==> src/rtl/pwm_gate_pkg.sv <==
package pwm_gate_pkg;

  // Next state of the pulse latch. A cycle start wins over everything,
  // but a trip present at that moment suppresses the pulse.
  function automatic logic pwm_next(logic q, logic start, logic stop, logic trip);
    logic n;
    if (start)            n = ~trip;
    else if (stop | trip) n = 1'b0;
    else                  n = q;
    return n;
  endfunction

  // Next state of the hold latch for the shutdown / clear pair.
  function automatic logic hold_next(logic q, logic sd_n, logic clr_n);
    logic n;
    if (!sd_n && !clr_n) n = 1'b1;
    else if (clr_n)      n = 1'b0;
    else                 n = q;
    return n;
  endfunction

  // Final gate qualification.
  function automatic logic gate_qual(logic pwm, logic trip, logic sd_n,
                                     logic hold, logic good);
    return pwm & ~trip & sd_n & ~hold & good;
  endfunction

endpackage

==> src/rtl/pwm_sync.sv <==
module pwm_sync #(
  parameter int unsigned WIDTH  = 1,
  parameter int unsigned STAGES = 2,
  parameter logic [WIDTH-1:0] RST_VAL = '0
) (
  input  logic             clk,
  input  logic             rst_n,
  input  logic [WIDTH-1:0] d,
  output logic [WIDTH-1:0] q
);
  logic [WIDTH-1:0] stg [STAGES];

  always_ff @(posedge clk or negedge rst_n) begin
    if (!rst_n) stg[0] <= RST_VAL;
    else        stg[0] <= d;
  end

  for (genvar s = 1; s < STAGES; s++) begin : g_stage
    always_ff @(posedge clk or negedge rst_n) begin
      if (!rst_n) stg[s] <= RST_VAL;
      else        stg[s] <= stg[s-1];
    end
  end

  assign q = stg[STAGES-1];
endmodule

==> src/rtl/pwm_divider.sv <==
module pwm_divider (
  input  logic clk,
  input  logic rst_n,
  input  logic en,
  input  logic osc_s,
  output logic phase,
  output logic cycle_start,
  output logic cycle_end
);
  logic osc_prev;
  logic tick;

  always_ff @(posedge clk or negedge rst_n) begin
    if (!rst_n) osc_prev <= 1'b0;
    else        osc_prev <= osc_s;
  end

  assign tick = osc_s & ~osc_prev;

  always_ff @(posedge clk or negedge rst_n) begin
    if (!rst_n)     phase <= 1'b0;
    else if (!en)   phase <= 1'b0;
    else if (tick)  phase <= ~phase;
  end

  assign cycle_start = en & tick & ~phase;
  assign cycle_end   = en & tick &  phase;
endmodule

==> src/rtl/pwm_pulse_latch.sv <==
module pwm_pulse_latch
  import pwm_gate_pkg::*;
(
  input  logic clk,
  input  logic rst_n,
  input  logic en,
  input  logic start,
  input  logic stop,
  input  logic trip,
  output logic q
);
  always_ff @(posedge clk or negedge rst_n) begin
    if (!rst_n)   q <= 1'b0;
    else if (!en) q <= 1'b0;
    else          q <= pwm_next(q, start, stop, trip);
  end
endmodule

==> src/rtl/pwm_hold_latch.sv <==
module pwm_hold_latch
  import pwm_gate_pkg::*;
(
  input  logic clk,
  input  logic rst_n,
  input  logic en,
  input  logic sd_n,
  input  logic clr_n,
  output logic q
);
  always_ff @(posedge clk or negedge rst_n) begin
    if (!rst_n)   q <= 1'b0;
    else if (!en) q <= 1'b0;
    else          q <= hold_next(q, sd_n, clr_n);
  end
endmodule

==> src/rtl/pwm_gate_ctrl.sv <==
module pwm_gate_ctrl
  import pwm_gate_pkg::*;
#(
  parameter int unsigned SYNC_STAGES = 2
) (
  input  logic clk,
  input  logic rst_n,
  input  logic osc_in,
  input  logic peak_trip,
  input  logic ilim_trip,
  input  logic uv_good,
  input  logic shutdown_n,
  input  logic latch_clr_n,
  output logic gate_en
);
  localparam int unsigned NIN = 6;
  // bit order: clr, shutdown, uv, ilim, peak, osc
  localparam logic [NIN-1:0] SYNC_RST = 6'b110000;

  logic [NIN-1:0] raw_in;
  logic [NIN-1:0] sync_in;

  logic s_osc, s_peak, s_ilim, s_uv, s_sd_n, s_clr_n;
  logic trip_any;
  logic div_phase, cycle_start, cycle_end;
  logic pwm_q, hold_q;

  assign raw_in = {latch_clr_n, shutdown_n, uv_good, ilim_trip, peak_trip, osc_in};

  pwm_sync #(.WIDTH(NIN), .STAGES(SYNC_STAGES), .RST_VAL(SYNC_RST)) u_sync (
    .clk(clk), .rst_n(rst_n), .d(raw_in), .q(sync_in)
  );

  assign s_osc   = sync_in[0];
  assign s_peak  = sync_in[1];
  assign s_ilim  = sync_in[2];
  assign s_uv    = sync_in[3];
  assign s_sd_n  = sync_in[4];
  assign s_clr_n = sync_in[5];

  assign trip_any = s_peak | s_ilim;

  pwm_divider u_div (
    .clk(clk), .rst_n(rst_n), .en(s_uv), .osc_s(s_osc),
    .phase(div_phase), .cycle_start(cycle_start), .cycle_end(cycle_end)
  );

  pwm_pulse_latch u_pulse (
    .clk(clk), .rst_n(rst_n), .en(s_uv), .start(cycle_start),
    .stop(cycle_end), .trip(trip_any), .q(pwm_q)
  );

  pwm_hold_latch u_hold (
    .clk(clk), .rst_n(rst_n), .en(s_uv), .sd_n(s_sd_n),
    .clr_n(s_clr_n), .q(hold_q)
  );

  assign gate_en = gate_qual(pwm_q, trip_any, s_sd_n, hold_q, s_uv);
endmodule

==> config.mk <==
export PLATFORM = sky130hd
export DESIGN_NAME = pwm_gate_ctrl
export DESIGN_NICKNAME = d
export VERILOG_FILES = /design/src/rtl/pwm_gate_pkg.sv /design/src/rtl/pwm_sync.sv /design/src/rtl/pwm_divider.sv /design/src/rtl/pwm_pulse_latch.sv /design/src/rtl/pwm_hold_latch.sv /design/src/rtl/pwm_gate_ctrl.sv
export SDC_FILE = /design/constraint.sdc
export NUM_CORES = 1
export LEC_CHECK = 0
export ABC_AREA = 1
export BUFFER_PORTS_ARGS = -buffer_cell sky130_fd_sc_hd__buf_2
export CAP_MARGIN = 0
export CORE_AREA = 2 2 39 41
export CTS_CLUSTER_SIZE = 10
export DETAILED_ROUTE_END_ITERATION = 10
export DIE_AREA = 0 0 41 43
export GPL_ROUTABILITY_DRIVEN = 0
export PLACE_DENSITY = 0.67
export SLEW_MARGIN = 20
export SYNTH_ARGS = -nofsm -noshare
export SYNTH_HDL_FRONTEND = slang
export SYNTH_SLANG_ARGS = --single-unit
==> constraint.sdc <==
create_clock -name clk -period 1.7 [get_ports clk]
set_clock_uncertainty 0.1 [all_clocks]
set_input_delay 0.17 -clock clk [delete_from_list [all_inputs] [get_ports clk]]
set_output_delay 0.17 -clock clk [all_outputs]
set_load 0.01 [all_outputs]
* After elaboration in Yosys (flattened, before gate mapping)
Index checks and enable logic that the tools add are counted.
Word-level totals: bits in registers 16, input bits 8, logic and storage cells 34
Cells by class: equality and inequality tests 3, mux-type cells 8, bitwise operators 14, reductions and logical operators 3
Operators with widths (number):
- $and A1 B1 Y1 | 8
- $mux W1 | 8
- $not A1 Y1 | 4
- $ne A3 B1 Y1 const B | 1
- $ne A3 B2 Y1 const B | 1
- $logic_not A1 Y1 | 2
- $ne A2 B1 Y1 const B | 1
- $or A1 B1 Y1 | 2
- $logic_and A1 B1 Y1 | 1

* Logic depth before layout (Yosys ltp)
depth after elaboration 8, gate-level depth with buffers 4

* Hierarchy
From an unflattened synthesis, not the netlist that was laid out.
Second synthesis, totals: cells, all modules 54, area total of the unflattened synthesis 585.6 um2
Modules (own cells, without submodules):
- pwm_sync | instances 1, cells each 18, area each 350.3 um2
- pwm_divider | instances 1, cells each 15, area each 103.8 um2
- pwm_pulse_latch | instances 1, cells each 7, area each 52.6 um2
- pwm_hold_latch | instances 1, cells each 6, area each 43.8 um2
- pwm_gate_ctrl | instances 1, cells each 8, area each 35.0 um2

* Least setup slack after synthesis
OpenSTA, ideal clock, no wires.
path kind register to output, start register u_sync.stg (netlist bit u_sync.q[4]), end output port gate_en, arrival 0.863 ns, required time 1.430 ns, slack 0.567 ns, stages on the path, launching flop included 5, path buffers 0, cells stage by stage dfstp_2 inv_1 nor2_1 nand2_1 nor3_2
On the way: longest elaborated chain between the ends 3
Ends and longest elaborated chain:
- start: declaration | RTL line pwm_sync.sv:11 | logic [WIDTH-1:0] stg [STAGES];
- start signal: indexed assignment | RTL line pwm_sync.sv:21 | else stg[s] <= stg[s-1];
- $and A1 B1 Y1 (3 in series) | RTL line pwm_gate_pkg.sv:25 | return pwm & ~trip & sd_n & ~hold & good;
- end: declaration | RTL line pwm_gate_ctrl.sv:14 | output logic gate_en
No other way between the ends.

* Worst setup path in the final report
Same ends and word-level chain as after synthesis.

==> impl_metrics.ini <==
[run_status]
status = complete, no violations

[finish]
final_cell_area_um2 = 663
layout.cells.non_filler = 68
layout.nets = 61
antenna_cells = 0
share_of_post_route_cells_with_drive_strength_above_1_pct = 44.2
area_growth_pct = 30.9
fillerInstances = 125

[clocking]
ctsHtreeMaxLevel = 1
clk_transition_reported_paths_ns = 0.08
tritoncts_num_sinks = 16
tritoncts = yes
clk_latency_worst_skew_pair_ns = 0.27
clockRootBuffer = sky130_fd_sc_hd__clkbuf_4
tritoncts.num_buffers = 3
clockBufferDepth = 2

[global_routing]
first_global_vias = 308
grt_pass1_wl_um = 1120
grt_max_degree = 17
grt_remaining_overflow = 0
antenna_found_initial = 0
grtUsageTotal_pct = 10.1

[synthesis]
synth.distinct_cells = 13
syn-mean-instance-area_um2 = 15.4
netlist_area_um2 = 507
yosys_register_bits = 16
synth_fp_nets = 41
synth_sequential_area_ratio_pct = 80.0
synth_warnings = 0
netlist_instances = 33

[place]
placed_cell_area_um2 = 567
placed_cells = 57
buffer_ports.inserted = 8
dp.final_hpwl_um = 433

[routing]
detailedRoute.firstPassIterationCount = 1
drtIter0Drc = 0
drc = 0
routed_wirelength_um = 637
detailroute.via_count = 280
antenna_violating_nets_post_route = 0
dr_vias_cell = 4.12
wl_per_cell_um = 9.37

[pwr]
vdd.ir_drop.worst_mv = 0.515
power.density_nw_per_um2 = 974
power.leakage_nw = 0.310

[die]
ios = 9
core_um2 = 1380
initial_standard_cell_utilization_of_the_core_pct = 36.6
die_y_um = 43
std_cell_rows = 14
die-width_um = 41
fp.dieArea_um2 = 1760

[worst_setup_path]
setup.worst_path.start_class = flop
worst-path-max-fanout = 2
timing_worst_setup_path_type = reg2out
critical_path.startpoint = u_sync.q[4]
timing.critical_path.arrival_ns = 1.25
ff2ff_path_depth = 3
critical_path.endpoint_type = primary output
critical_path.reg2reg.endpoint = u_hold.q
worst-r2r-setup-slack_ns = 0.77
regToRegStartpoint = u_sync.q[4]
critPathRequiredTime_ns = 1.43

[timing]
slew-limit-headroom_pct = 78.4
finalSetupTns_ns = 0
fmax_mhz = 660
worst_pin_slew_ns = 0.325
finalSetupViolCount = 0
final.min_clock_period_ns = 1.52
rsz_0062_raised_after_global_routing = no
final_hold_viol_count = 0
final_period_utilization_pct = 89.1
timing.final.max_slew_violations = 0
whs_ns = 0.210

[flow_run]
max-cap-violations = 0

[min_path]
min_path_type = in2async
## worst max path at each step
stage / end / slack (ns) / cells past startpoint
floorplan: gate_en / 0.57 / 4
global placement: gate_en / 0.49 / 5
detailed placement: gate_en / 0.48 / 5
CTS: gate_en / 0.16 / 5
global route: gate_en / 0.13 / 5
finish: gate_en / 0.18 / 5
## worst max-delay path: stages (launching register included)
cell                      delay (ns)
sky130_fd_sc_hd__dfstp_2        0.52
sky130_fd_sc_hd__inv_1          0.03
sky130_fd_sc_hd__nor2_1         0.12
sky130_fd_sc_hd__nand2_1        0.08
sky130_fd_sc_hd__nor3_2         0.09
sky130_fd_sc_hd__buf_2          0.14
## power by group
group	internal, W	leakage (nW)	switching (W)
Sequential	0.000403	0.187	0.00000877
Combinational	0.0000232	0.108	0.0000193
Clock	0.0000909	0.0150	0.000101
## through the flow
step	utilization [%]	worst slack (ns)	power, W
3_5_place_dp	41.0	0.475	0.000450
6_report	47.9	0.184	0.000646
3_3_place_gp	41.0	0.485	0.000448
5_1_grt	47.9	0.128	0.000679
4_1_cts	47.9	0.164	0.000659
2_1_floorplan	-	0.567	0.000432
## cell type report
cell class | instances | area, µm² | area share [%]
Clock buffer | 4 | 26.3 | 3.96
Inverter | 4 | 15.0 | 2.26
Multi-Input combinational cell | 13 | 86.3 | 13.0
Sequential cell | 16 | 405 | 61.1
Tap cell | 16 | 20.0 | 3.02
Timing Repair Buffer | 15 | 110 | 16.6
## timing repair
item / 4_1_cts / 5_1_grt
gates resized for setup: 0 / 0
buffers inserted: 0 / 0
endpoints found under the hold margin: 22 / 0
hold buffers: 7 / 0
## layer usage
layer | wire length (µm) | part of all wire [%] | track usage [%] | up-vias
met4 | 17 | 2.7 | 10.0 | 0
met1 | 251 | 39 | 12.2 | 129
met3 | 29 | 4.6 | 1.57 | 2
li1 | - | - | - | 138
met5 | 0 | 0 | 0 | -
met2 | 339 | 53 | 14.1 | 11
## layout by cell type (no fill, tap or decap)
cell	synthesis	routed
sky130_fd_sc_hd__clkbuf_1	0	1
sky130_fd_sc_hd__nor2_1	1	1
sky130_fd_sc_hd__inv_2	2	2
sky130_fd_sc_hd__dlygate4sd3_1	0	7
sky130_fd_sc_hd__clkbuf_4	0	3
sky130_fd_sc_hd__nand2_2	1	1
sky130_fd_sc_hd__nor3_1	1	1
sky130_fd_sc_hd__nand2_1	3	3
sky130_fd_sc_hd__dfstp_2	4	4
sky130_fd_sc_hd__a21oi_2	1	1
sky130_fd_sc_hd__inv_1	2	2
sky130_fd_sc_hd__nand3_1	2	2
sky130_fd_sc_hd__buf_2	0	8
sky130_fd_sc_hd__dfrtp_1	12	12
sky130_fd_sc_hd__nor2_4	2	2
sky130_fd_sc_hd__or2_4	1	1
sky130_fd_sc_hd__nor3_2	1	1
## logic make-up (layout without fill, tap and decap cells)
kind of cell | count (synthesis) | in the layout | synth area share [%]
DFF | 16 | 16 | 80.0
and+or+nand+nor | 12 | 12 | 15.3
buffers and inverters | 4 | 23 | 2.96
AOI/OAI and AO/OA | 1 | 1 | 1.73
## flip-flops by register name, indices dropped and copies added (netlist names)
name / flops
u_sync.stg: 6
u_hold.q: 1
u_div.phase: 1
u_pulse.q: 1
u_sync.q: 6
u_div.osc_prev: 1
## Yosys cell counts
library cell,number,area [µm²]
sky130_fd_sc_hd__nor3_2,1,10.0
sky130_fd_sc_hd__nand2_2,1,6.26
sky130_fd_sc_hd__or2_4,1,8.76
sky130_fd_sc_hd__nor3_1,1,5.00
sky130_fd_sc_hd__a21oi_2,1,8.76
sky130_fd_sc_hd__nand3_1,2,10.0
sky130_fd_sc_hd__dfstp_2,4,105
sky130_fd_sc_hd__inv_2,2,7.51
sky130_fd_sc_hd__inv_1,2,7.51
sky130_fd_sc_hd__nand2_1,3,11.3
sky130_fd_sc_hd__nor2_1,1,3.75
sky130_fd_sc_hd__nor2_4,2,22.5
sky130_fd_sc_hd__dfrtp_1,12,300
(Power assumes the default switching activity.)
